<file path="src/rtl/pwr_mode_pkg.sv">
package pwr_mode_pkg;

  typedef enum logic [1:0] {
    PM_RUN       = 2'd0,
    PM_HALT      = 2'd1,
    PM_STBY      = 2'd2,
    PM_STBY_AUTO = 2'd3
  } pmState_t;

  // strobes from control to datapath
  typedef struct packed {
    logic loadSettle;
    logic runSettle;
  } dpCtrl_t;

  // decoded events from datapath to control
  typedef struct packed {
    logic haltRd;
    logic stbyRd;
    logic clkWr;
    logic wake;
    logic settleDone;
  } dpEvt_t;

endpackage

</file>
<file path="src/rtl/pwr_mode_dp.sv">
module pwr_mode_dp
  import pwr_mode_pkg::*;
#(
  parameter int ADDR_W      = 8,
  parameter int HALT_ADDR   = 8'h08,
  parameter int STBY_ADDR   = 8'h0C,
  parameter int CLKSET_ADDR = 8'h20,
  parameter int SETTLE_CNT  = 16
) (
  input  logic              clk,
  input  logic              rstN,
  input  logic              busRead,
  input  logic              busWrite,
  input  logic [ADDR_W-1:0] busAddr,
  input  logic              sleepEn,
  input  logic              irqN,
  input  logic              fiqN,
  input  dpCtrl_t           ctrl,
  output dpEvt_t            evt
);

  localparam int NUM_LINES = 2;
  localparam int CNT_W = $clog2(SETTLE_CNT + 1);
  localparam logic [CNT_W-1:0] LOAD_VAL = CNT_W'(SETTLE_CNT - 1);

  logic [NUM_LINES-1:0] lineN;
  logic [NUM_LINES-1:0] lineFall;
  logic [CNT_W-1:0]     settleCnt;

  assign lineN = {fiqN, irqN};

  // two synchroniser flops plus one history flop per line
  for (genvar g = 0; g < NUM_LINES; g++) begin : g_sync
    logic [2:0] pipe;
    always_ff @(posedge clk or negedge rstN) begin
      if (!rstN) pipe <= 3'b111;
      else       pipe <= {pipe[1:0], lineN[g]};
    end
    assign lineFall[g] = pipe[2] & ~pipe[1];
  end

  always_ff @(posedge clk or negedge rstN) begin
    if (!rstN)                                settleCnt <= '0;
    else if (ctrl.loadSettle)                 settleCnt <= LOAD_VAL;
    else if (ctrl.runSettle && settleCnt != 0) settleCnt <= settleCnt - 1'b1;
  end

  always_comb begin
    evt.haltRd     = busRead && !busWrite && sleepEn && (busAddr == ADDR_W'(HALT_ADDR));
    evt.stbyRd     = busRead && !busWrite && sleepEn && (busAddr == ADDR_W'(STBY_ADDR));
    evt.clkWr      = busWrite && (busAddr == ADDR_W'(CLKSET_ADDR));
    evt.wake       = |lineFall;
    evt.settleDone = (settleCnt == '0);
  end

  // the settle counter steps down by one each cycle of the automatic standby
  p_settle_step_r6: assert property (@(posedge clk) disable iff (!rstN)
    (ctrl.runSettle && !ctrl.loadSettle && settleCnt != 0) |=> settleCnt == $past(settleCnt) - 1'b1);

  // a wake comes only after the line was seen high and then low
  p_wake_src_r5: assert property (@(posedge clk) disable iff (!rstN)
    $rose(evt.wake) |-> ($past(irqN) == 1'b0 || $past(fiqN) == 1'b0 || $past(irqN, 2) == 1'b0 || $past(fiqN, 2) == 1'b0));

endmodule

</file>
<file path="src/rtl/pwr_mode_fsm.sv">
module pwr_mode_fsm
  import pwr_mode_pkg::*;
(
  input  logic     clk,
  input  logic     rstN,
  input  logic     softRstN,
  input  dpEvt_t   evt,
  output dpCtrl_t  ctrl,
  output pmState_t state
);

  pmState_t nextState;

  always_comb begin
    nextState       = state;
    ctrl.loadSettle = 1'b0;
    ctrl.runSettle  = (state == PM_STBY_AUTO);
    unique case (state)
      PM_RUN: begin
        if (evt.clkWr) begin
          nextState       = PM_STBY_AUTO;
          ctrl.loadSettle = 1'b1;
        end else if (evt.haltRd) begin
          nextState = PM_HALT;
        end else if (evt.stbyRd) begin
          nextState = PM_STBY;
        end
      end
      PM_HALT, PM_STBY: if (evt.wake) nextState = PM_RUN;
      PM_STBY_AUTO:     if (evt.wake || evt.settleDone) nextState = PM_RUN;
      default:          nextState = PM_RUN;
    endcase
  end

  always_ff @(posedge clk or negedge rstN) begin
    if (!rstN)         state <= PM_RUN;
    else if (!softRstN) state <= PM_RUN;
    else               state <= nextState;
  end

  p_wake_exit_r5: assert property (@(posedge clk) disable iff (!rstN)
    ((state == PM_HALT || state == PM_STBY) && evt.wake) |=> state == PM_RUN);

  p_halt_hold_r7: assert property (@(posedge clk) disable iff (!rstN)
    (state == PM_HALT && !evt.wake && softRstN) |=> state == PM_HALT);

  p_stby_hold_r7: assert property (@(posedge clk) disable iff (!rstN)
    (state == PM_STBY && !evt.wake && softRstN) |=> state == PM_STBY);

  p_soft_rst_r8: assert property (@(posedge clk) disable iff (!rstN)
    !softRstN |=> state == PM_RUN);

endmodule

</file>
<file path="src/rtl/pwr_mode_ctrl.sv">
module pwr_mode_ctrl
  import pwr_mode_pkg::*;
#(
  parameter int ADDR_W      = 8,
  parameter int HALT_ADDR   = 8'h08,
  parameter int STBY_ADDR   = 8'h0C,
  parameter int CLKSET_ADDR = 8'h20,
  parameter int SETTLE_CNT  = 16
) (
  input  logic              clk,
  input  logic              rstN,
  input  logic              softRstN,
  input  logic              busRead,
  input  logic              busWrite,
  input  logic [ADDR_W-1:0] busAddr,
  input  logic              sleepEn,
  input  logic              irqN,
  input  logic              fiqN,
  output logic              cpuClkEn,
  output logic              sysClkEn,
  output logic [1:0]        mode
);

  dpCtrl_t  ctrl;
  dpEvt_t   evt;
  pmState_t state;

  pwr_mode_dp #(
    .ADDR_W(ADDR_W), .HALT_ADDR(HALT_ADDR), .STBY_ADDR(STBY_ADDR),
    .CLKSET_ADDR(CLKSET_ADDR), .SETTLE_CNT(SETTLE_CNT)
  ) dp_i (
    .clk(clk), .rstN(rstN), .busRead(busRead), .busWrite(busWrite),
    .busAddr(busAddr), .sleepEn(sleepEn), .irqN(irqN), .fiqN(fiqN),
    .ctrl(ctrl), .evt(evt)
  );

  pwr_mode_fsm fsm_i (
    .clk(clk), .rstN(rstN), .softRstN(softRstN),
    .evt(evt), .ctrl(ctrl), .state(state)
  );

  assign cpuClkEn = (state == PM_RUN);
  assign sysClkEn = (state == PM_RUN) || (state == PM_HALT);
  assign mode     = (state == PM_STBY_AUTO) ? 2'd2 : state;

  p_halt_en_r3: assert property (@(posedge clk) disable iff (!rstN)
    (mode == 2'd1) |-> (sysClkEn && !cpuClkEn));

  p_stby_en_r3: assert property (@(posedge clk) disable iff (!rstN)
    (mode == 2'd2) |-> (!sysClkEn && !cpuClkEn));

  p_halt_entry_r1: assert property (@(posedge clk) disable iff (!rstN)
    (mode == 2'd0 && busRead && !busWrite && sleepEn && softRstN &&
     busAddr == ADDR_W'(HALT_ADDR)) |=> mode == 2'd1);

  p_no_entry_r2: assert property (@(posedge clk) disable iff (!rstN)
    (mode == 2'd0 && busRead && !busWrite && !sleepEn && softRstN) |=> mode == 2'd0);

  p_stby_entry_r4: assert property (@(posedge clk) disable iff (!rstN)
    (mode == 2'd0 && busRead && !busWrite && sleepEn && softRstN &&
     busAddr == ADDR_W'(STBY_ADDR)) |=> mode == 2'd2);

  p_clkset_entry_r6: assert property (@(posedge clk) disable iff (!rstN)
    (mode == 2'd0 && busWrite && !busRead && softRstN &&
     busAddr == ADDR_W'(CLKSET_ADDR)) |=> mode == 2'd2);

endmodule

</file>
<file path="config.mk">
export PLATFORM = sky130hd
export DESIGN_NAME = pwr_mode_ctrl
export DESIGN_NICKNAME = d
export VERILOG_FILES = /design/src/rtl/pwr_mode_pkg.sv /design/src/rtl/pwr_mode_dp.sv /design/src/rtl/pwr_mode_fsm.sv /design/src/rtl/pwr_mode_ctrl.sv
export SDC_FILE = /design/constraint.sdc
export NUM_CORES = 1
export LEC_CHECK = 0
export ABC_CLOCK_PERIOD_IN_PS = 3400
export CELL_PAD_IN_SITES_DETAIL_PLACEMENT = 1
export CELL_PAD_IN_SITES_GLOBAL_PLACEMENT = 2
export CORE_MARGIN = 10
export CORE_UTILIZATION = 30
export DETAILED_ROUTE_END_ITERATION = 10
export PLACE_DENSITY = 0.84
export REMOVE_ABC_BUFFERS = 1
export SLEW_MARGIN = 5
export SYNTH_ARGS = -nofsm -noshare
export SYNTH_HDL_FRONTEND = slang
export SYNTH_SLANG_ARGS = --single-unit
</file>
<file path="constraint.sdc">
create_clock -name clk -period 3.4 [get_ports clk]
set_clock_uncertainty 0.2 [all_clocks]
set_input_delay 0.68 -clock clk [delete_from_list [all_inputs] [get_ports clk]]
set_output_delay 0.68 -clock clk [all_outputs]
set_load 0.01 [all_outputs]
</file>
==> impl_metrics.py, run 1 <==
metrics = {
    "run_status": {
        "status": "finished, final reports clean",
    },
    "worst_setup_path": {
        "crit_path_end_kind": "output port",
        "required_ps": 2520,
        "critPathTopFamily": "buffers and inverters",
        "crit_fanout": 5,
        "crit_slowest_cell": "clkdlybuf4s50_1",
        "crit_type": "reg -> out",
        "critPathMaxStageDelay_ps": 480,
        "arrival_ps": 1820,
        "critPathBufInv": 2,
        "crit_chain": "inv_1 -> ha_1 -> or2_2 -> clkdlybuf4s50_1",
        "cp-start-kind": "flop",
    },
    "routing": {
        "drc_errors": 0,
        "wl_per_cell_um": 14.4,
        "drtAntennaViolNets": 0,
        "wirelength_um": 1590,
        "viasPerCell": 4.75,
        "first_iter_violations": 6,
        "drt-pass1-iter-count": 2,
        "vias": 523,
    },
    "timing": {
        "setup-tns-final_ps": 0,
        "rsz0062_at_grt": "no",
        "worst_pin_slew_ps": 574,
        "setup_viol": 0,
        "period_share_pct": 79.4,
        "slew_headroom_pct": 61.6,
        "slew_violations": 0,
        "layout_setup_ws_ps": 701,
        "hold_viol": 0,
        "clock.fmax_mhz": 371,
        "min_period_ps": 2700,
    },
    "logic_synthesis": {
        "yosys_warnings": 0,
        "ys_ff_latch": 13,
        "yosysSeqAreaShare_pct": 49.6,
        "synth_edf_count": 0,
        "synth_top_cell_by_area": "dfrtp_1",
        "synth-simple-area-share_pct": 18.5,
        "muxShareOfSynthArea_pct": 0,
        "synth_top_family_by_area": "simple AND/OR/NAND/NOR gates",
        "syn_area_per_cell_um2": 11.4,
        "synth_compound_area_share_pct": 13.6,
        "synth.distinct_cells": 27,
        "synth_top_area_share_pct": 26.1,
        "async_reset_ff_share_pct": 100,
        "synthAdderAreaFrac_pct": 9.33,
        "synth_cells": 59,
        "netlist_top_cells_area": "dfrtp_1, dfstp_2, ha_1",
        "synthFlopType": "dfrtp_1",
        "yosys.area_share.xor_xnor_pct": 3.92,
        "syn_area_um2": 671,
    },
    "power": {
        "p_leak_nw": 0.380,
        "ir_drop_v": 0.000261,
        "power_density_nw_per_um2": 310,
        "finalPower_uw": 286,
    },
    "clock_tree": {
        "clockBufferDepth": 2,
        "path_clk_slew_ps": 80,
        "htreeDepth": 1,
        "insertion_delay_ps": 280,
        "cts_buffers": 3,
        "cts.sinks": 13,
        "post_cts_buffers": 0,
        "cts_root_buf": "clkbuf_4",
        "cts_resized": 0,
        "cts_tree": "done",
        "hold_buffers": 0,
    },
    "grt": {
        "grt_max_degree": 14,
        "grt_use_met2_pct": 11.8,
        "gr-usage-met1_pct": 8.97,
        "grt-ovfl-total": 0,
        "grt_util_all_layers_pct": 7.80,
        "grt_pass1_wl_um": 2680,
        "grt.busiest_layer": "met2",
        "antenna_found_initial": 0,
        "met3_usage_pct": 2.81,
        "grt_pass1_vias": 562,
    },
    "placed_design": {
        "place_congestion": 0.788,
        "placed_cells": 106,
        "portBuffers": 19,
        "dp_hpwl_um": 1300,
        "pre_cts_slack_ps": 983,
    },
    "floorplanning": {
        "start_util_pct": 30.9,
        "die_area_um2": 4530,
        "die_y_um": 67.3,
        "core_um2": 2170,
        "die_x_um": 67.3,
        "core.rowCount": 17,
        "io_pins": 20,
    },
    "layout": {
        "fin_cells": 110,
        "final_nets": 104,
        "diodes": 0,
        "final_common_cell": "clkdlybuf4s50_1",
        "post-route-util_pct": 42.6,
        "area_growth_pct": 37.7,
        "n_fill_cell": 250,
        "drive_gt1_share_pct": 19.5,
        "final_cell_mix": "clkdlybuf4s50_1, inv_1, dfrtp_1, dfstp_2",
    },
    "flow_run": {
        "maxCapViolCount": 0,
    },
    "worst_hold_path": {
        "worstHoldPathType": "reg -> reg",
    },
}
-- area by class of cell --
class / instances / area (µm²) / area share, %
Clock buffer: 3 / 22.5 / 2.44
Clock inverter: 1 / 5.00 / 0.542
Inverter: 9 / 33.8 / 3.66
Multi-Input combinational cell: 37 / 304 / 32.9
Sequential cell: 13 / 333 / 36.0
Tap cell: 28 / 35.0 / 3.79
Timing Repair Buffer: 19 / 190 / 20.6
-- cells in the mapped netlist, types with 2 or more instances --
cell       instances
or2_2              2
dfrtp_1            7
nor2_1             2
nand2_1            5
o2bb2ai_1          2
dfstp_2            6
o211ai_1           2
xnor2_1            2
ha_1               5
nor4_1             2
inv_1              8
-- layer usage --
metal | up-vias | wire length, µm
met1 | 253 | 706
met5 | - | 0
met3 | 5 | 104
li1 | 249 | -
met4 | 0 | 40
met2 | 16 | 737
-- flip-flops by register name, indices dropped and copies added (netlist names) --
register          count
dp_i.g_sync.pipe      6
dp_i.settleCnt        5
fsm_i.state           2
-- through the flow --
stage	cell area (µm²)	hold WS [ps]
floorplan	671	145
global placement	896	147
detailed placement	896	148
CTS	923	161
global route	923	162
finish	923	159
-- path summary, 6_finish.rpt --
kind | slack [ps] | end | startpoint | cells after the start
worst max-delay path | 700 | sysClkEn | fsm_i.state[0] | 4
worst min-delay path | 160 | dp_i.g_sync[0].pipe[1] | dp_i.g_sync[0].pipe[0] | 0
worst max register to register | 1400 | fsm_i.state[0] | dp_i.settleCnt[0] | 7
worst min register to register | 160 | dp_i.g_sync[0].pipe[1] | dp_i.g_sync[0].pipe[0] | 0
max in group asynchronous | 2060 | fsm_i.state[0] | rstN | 1
min in group asynchronous | 570 | fsm_i.state[1] | rstN | 1
-- report_power, final --
part	switching, mW	internal [mW]	total, mW
clock	0.0493	0.0436	0.0930
combinational	0.0114	0.0189	0.0304
sequential	0.00149	0.161	0.163
-- cells by family (layout without fill, tap and decap cells) --
kind of cell,after synthesis,in the layout
compound gates,9,9
xor+xnor,3,3
fa+ha+maj,5,5
buf+inv,9,32
flops,13,13
simple gates,20,20
-- worst reg2reg max path, cell delays in order (launching register included) --
cell,delay (ps)
dfrtp_1,380
inv_1,90
ha_1,160
inv_2,60
o41ai_4,500
a221o_2,240
o211ai_1,110
o2bb2ai_1,140
Power figures use the tool's default switching activity.
==> run 2, diff against run 1 <==
ABC_CLOCK_PERIOD_IN_PS = 2700   (was 3400)
CORE_UTILIZATION = 28   (was 30)
PLACE_DENSITY = 0.79   (was 0.84)
clock period = 2.7 ns   (was 3.4 ns; I/O delays follow)
==> run 2 against run 1 <==
Against the previous run:
- wire length rose by 0.88%
- non-clock buffer count stayed put
- global-route usage fell by 0.25 points
- register-to-register slack lost 720 ps
- die area rose by 5.0%
- largest cell class unchanged
==> impl_metrics.py, run 2 (synthesis gave the netlist of run 1 again) <==
metrics = {
    "floorplanning": {
        "core.rowCount": 17,
        "start_util_pct": 29.7,
        "die_x_um": 68.9,
        "die_y_um": 68.9,
        "core_um2": 2250,
        "io_pins": 20,
        "die_area_um2": 4750,
    },
    "routing": {
        "wirelength_um": 1600,
        "drc_errors": 0,
        "drt-pass1-iter-count": 4,
        "drtAntennaViolNets": 0,
        "vias": 515,
        "first_iter_violations": 8,
        "viasPerCell": 4.68,
        "wl_per_cell_um": 14.6,
    },
    "clock_tree": {
        "hold_buffers": 0,
        "insertion_delay_ps": 270,
        "cts_buffers": 3,
        "htreeDepth": 1,
        "clockBufferDepth": 2,
        "cts_resized": 0,
        "post_cts_buffers": 0,
        "cts_tree": "done",
        "cts_root_buf": "clkbuf_4",
        "cts.sinks": 13,
        "path_clk_slew_ps": 80,
    },
    "timing": {
        "clock.fmax_mhz": 393,
        "setup_viol": 0,
        "holdWs_ps": 157,
        "rsz0062_at_grt": "no",
        "hold_viol": 0,
        "slew_headroom_pct": 61.5,
        "slew_violations": 0,
        "worst_pin_slew_ps": 576,
        "layout_setup_ws_ps": 159,
        "period_share_pct": 94.1,
        "min_period_ps": 2540,
        "setup-tns-final_ps": 0,
    },
    "layout": {
        "regMostFlops": "dp_i.g_sync.pipe",
        "diodes": 0,
        "final_nets": 104,
        "fin_cells": 110,
        "reg_top3": "dp_i.g_sync.pipe x6, dp_i.settleCnt x5, fsm_i.state x2",
        "n_fill_cell": 272,
        "drive_gt1_share_pct": 18.3,
        "final_common_cell": "clkdlybuf4s50_1",
        "multi_input_area_um2": 304,
        "area_growth_pct": 37.5,
        "seqCellArea_um2": 333,
        "final_cell_mix": "clkdlybuf4s50_1, inv_1, dfrtp_1, dfstp_2",
        "largest_reg_flops": 6,
    },
    "worst_hold_path": {
        "worstHoldPathType": "reg -> reg",
    },
    "worst_setup_path": {
        "crit_type": "reg -> out",
        "critPathTopFamily": "buffers and inverters",
        "crit_chain": "inv_1 -> ha_1 -> or2_2 -> clkdlybuf4s50_1",
        "critPathMaxStageDelay_ps": 480,
        "required_ps": 1960,
        "arrival_ps": 1800,
        "crit_slowest_cell": "clkdlybuf4s50_1",
        "critPathBufInv": 2,
        "crit_path_end_kind": "output port",
        "rrSetupSlack_ps": 680,
        "cp-start-kind": "flop",
        "crit_fanout": 5,
    },
    "grt": {
        "antenna_found_initial": 0,
        "grt_use_met2_pct": 12.1,
        "grt.busiest_layer": "met2",
        "grt_max_degree": 14,
        "grt-ovfl-total": 0,
        "grt_util_all_layers_pct": 7.54,
        "grt_pass1_vias": 586,
        "gr-usage-met1_pct": 8.21,
        "grt_pass1_wl_um": 2720,
        "met3_usage_pct": 3.54,
    },
    "placed_design": {
        "placed_cells": 106,
        "pre_cts_slack_ps": 276,
        "dp_hpwl_um": 1320,
        "place_congestion": 0.756,
        "portBuffers": 19,
    },
    "flow_run": {
        "maxCapViolCount": 0,
    },
    "run_status": {
        "status": "finished, final reports clean",
    },
    "power": {
        "finalPower_uw": 359,
        "power_density_nw_per_um2": 389,
        "ir_drop_v": 0.000273,
        "p_leak_nw": 0.377,
    },
}
run 2: cell types whose count changed in the layout (fill, tap and decap cells not counted):
cell	delta
clkbuf_1	+1
clkinv_2	-1
run 2: metrics by stage:
stage	instance area [µm²]	utilization (%)
after floorplan	671	-
after global routing	922	40.9
after detailed placement	896	39.7
after CTS	922	40.9
after global placement	896	39.7
final	922	40.9
run 2: worst register-to-register path, delay by kind of cell, from the launching register on:
kind	cells	cell delay, ps
adders and majority gates	1	160
buffers and inverters	2	150
AOI/OAI and AO/OA	4	1010
DFF	1	380
run 2: final timing paths:
check / from / to / depth (start not counted)
hold reg to reg: dp_i.g_sync[1].pipe[0] / dp_i.g_sync[1].pipe[1] / 0
min in group asynchronous: rstN / dp_i.settleCnt[2] / 1
setup / recovery: fsm_i.state[0] / sysClkEn / 4
max in group asynchronous: rstN / dp_i.g_sync[0].pipe[2] / 1
hold / removal: dp_i.g_sync[1].pipe[0] / dp_i.g_sync[1].pipe[1] / 0
setup reg to reg: dp_i.settleCnt[0] / fsm_i.state[1] / 7
run 2: where the power goes:
group | internal [mW] | switching, mW
Clock | 0.0572 | 0.0587
Sequential | 0.203 | 0.00203
Combinational | 0.0238 | 0.0139
run 2: cell type report:
type	instances	share of cell area [%]
Timing Repair Buffer	19	20.6
Inverter	9	3.66
Clock buffer	4	2.85
Multi-Input combinational cell	37	33.0
Tap cell	28	3.80
Sequential cell	13	36.1
run 2: layer usage:
| layer | share of wire [%] | vias up |
|---|---|---|
| met2 | 46 | 13 |
| met3 | 8.1 | 2 |
| met5 | 0 | - |
| li1 | - | 255 |
| met4 | 1.0 | 0 |
| met1 | 45 | 245 |
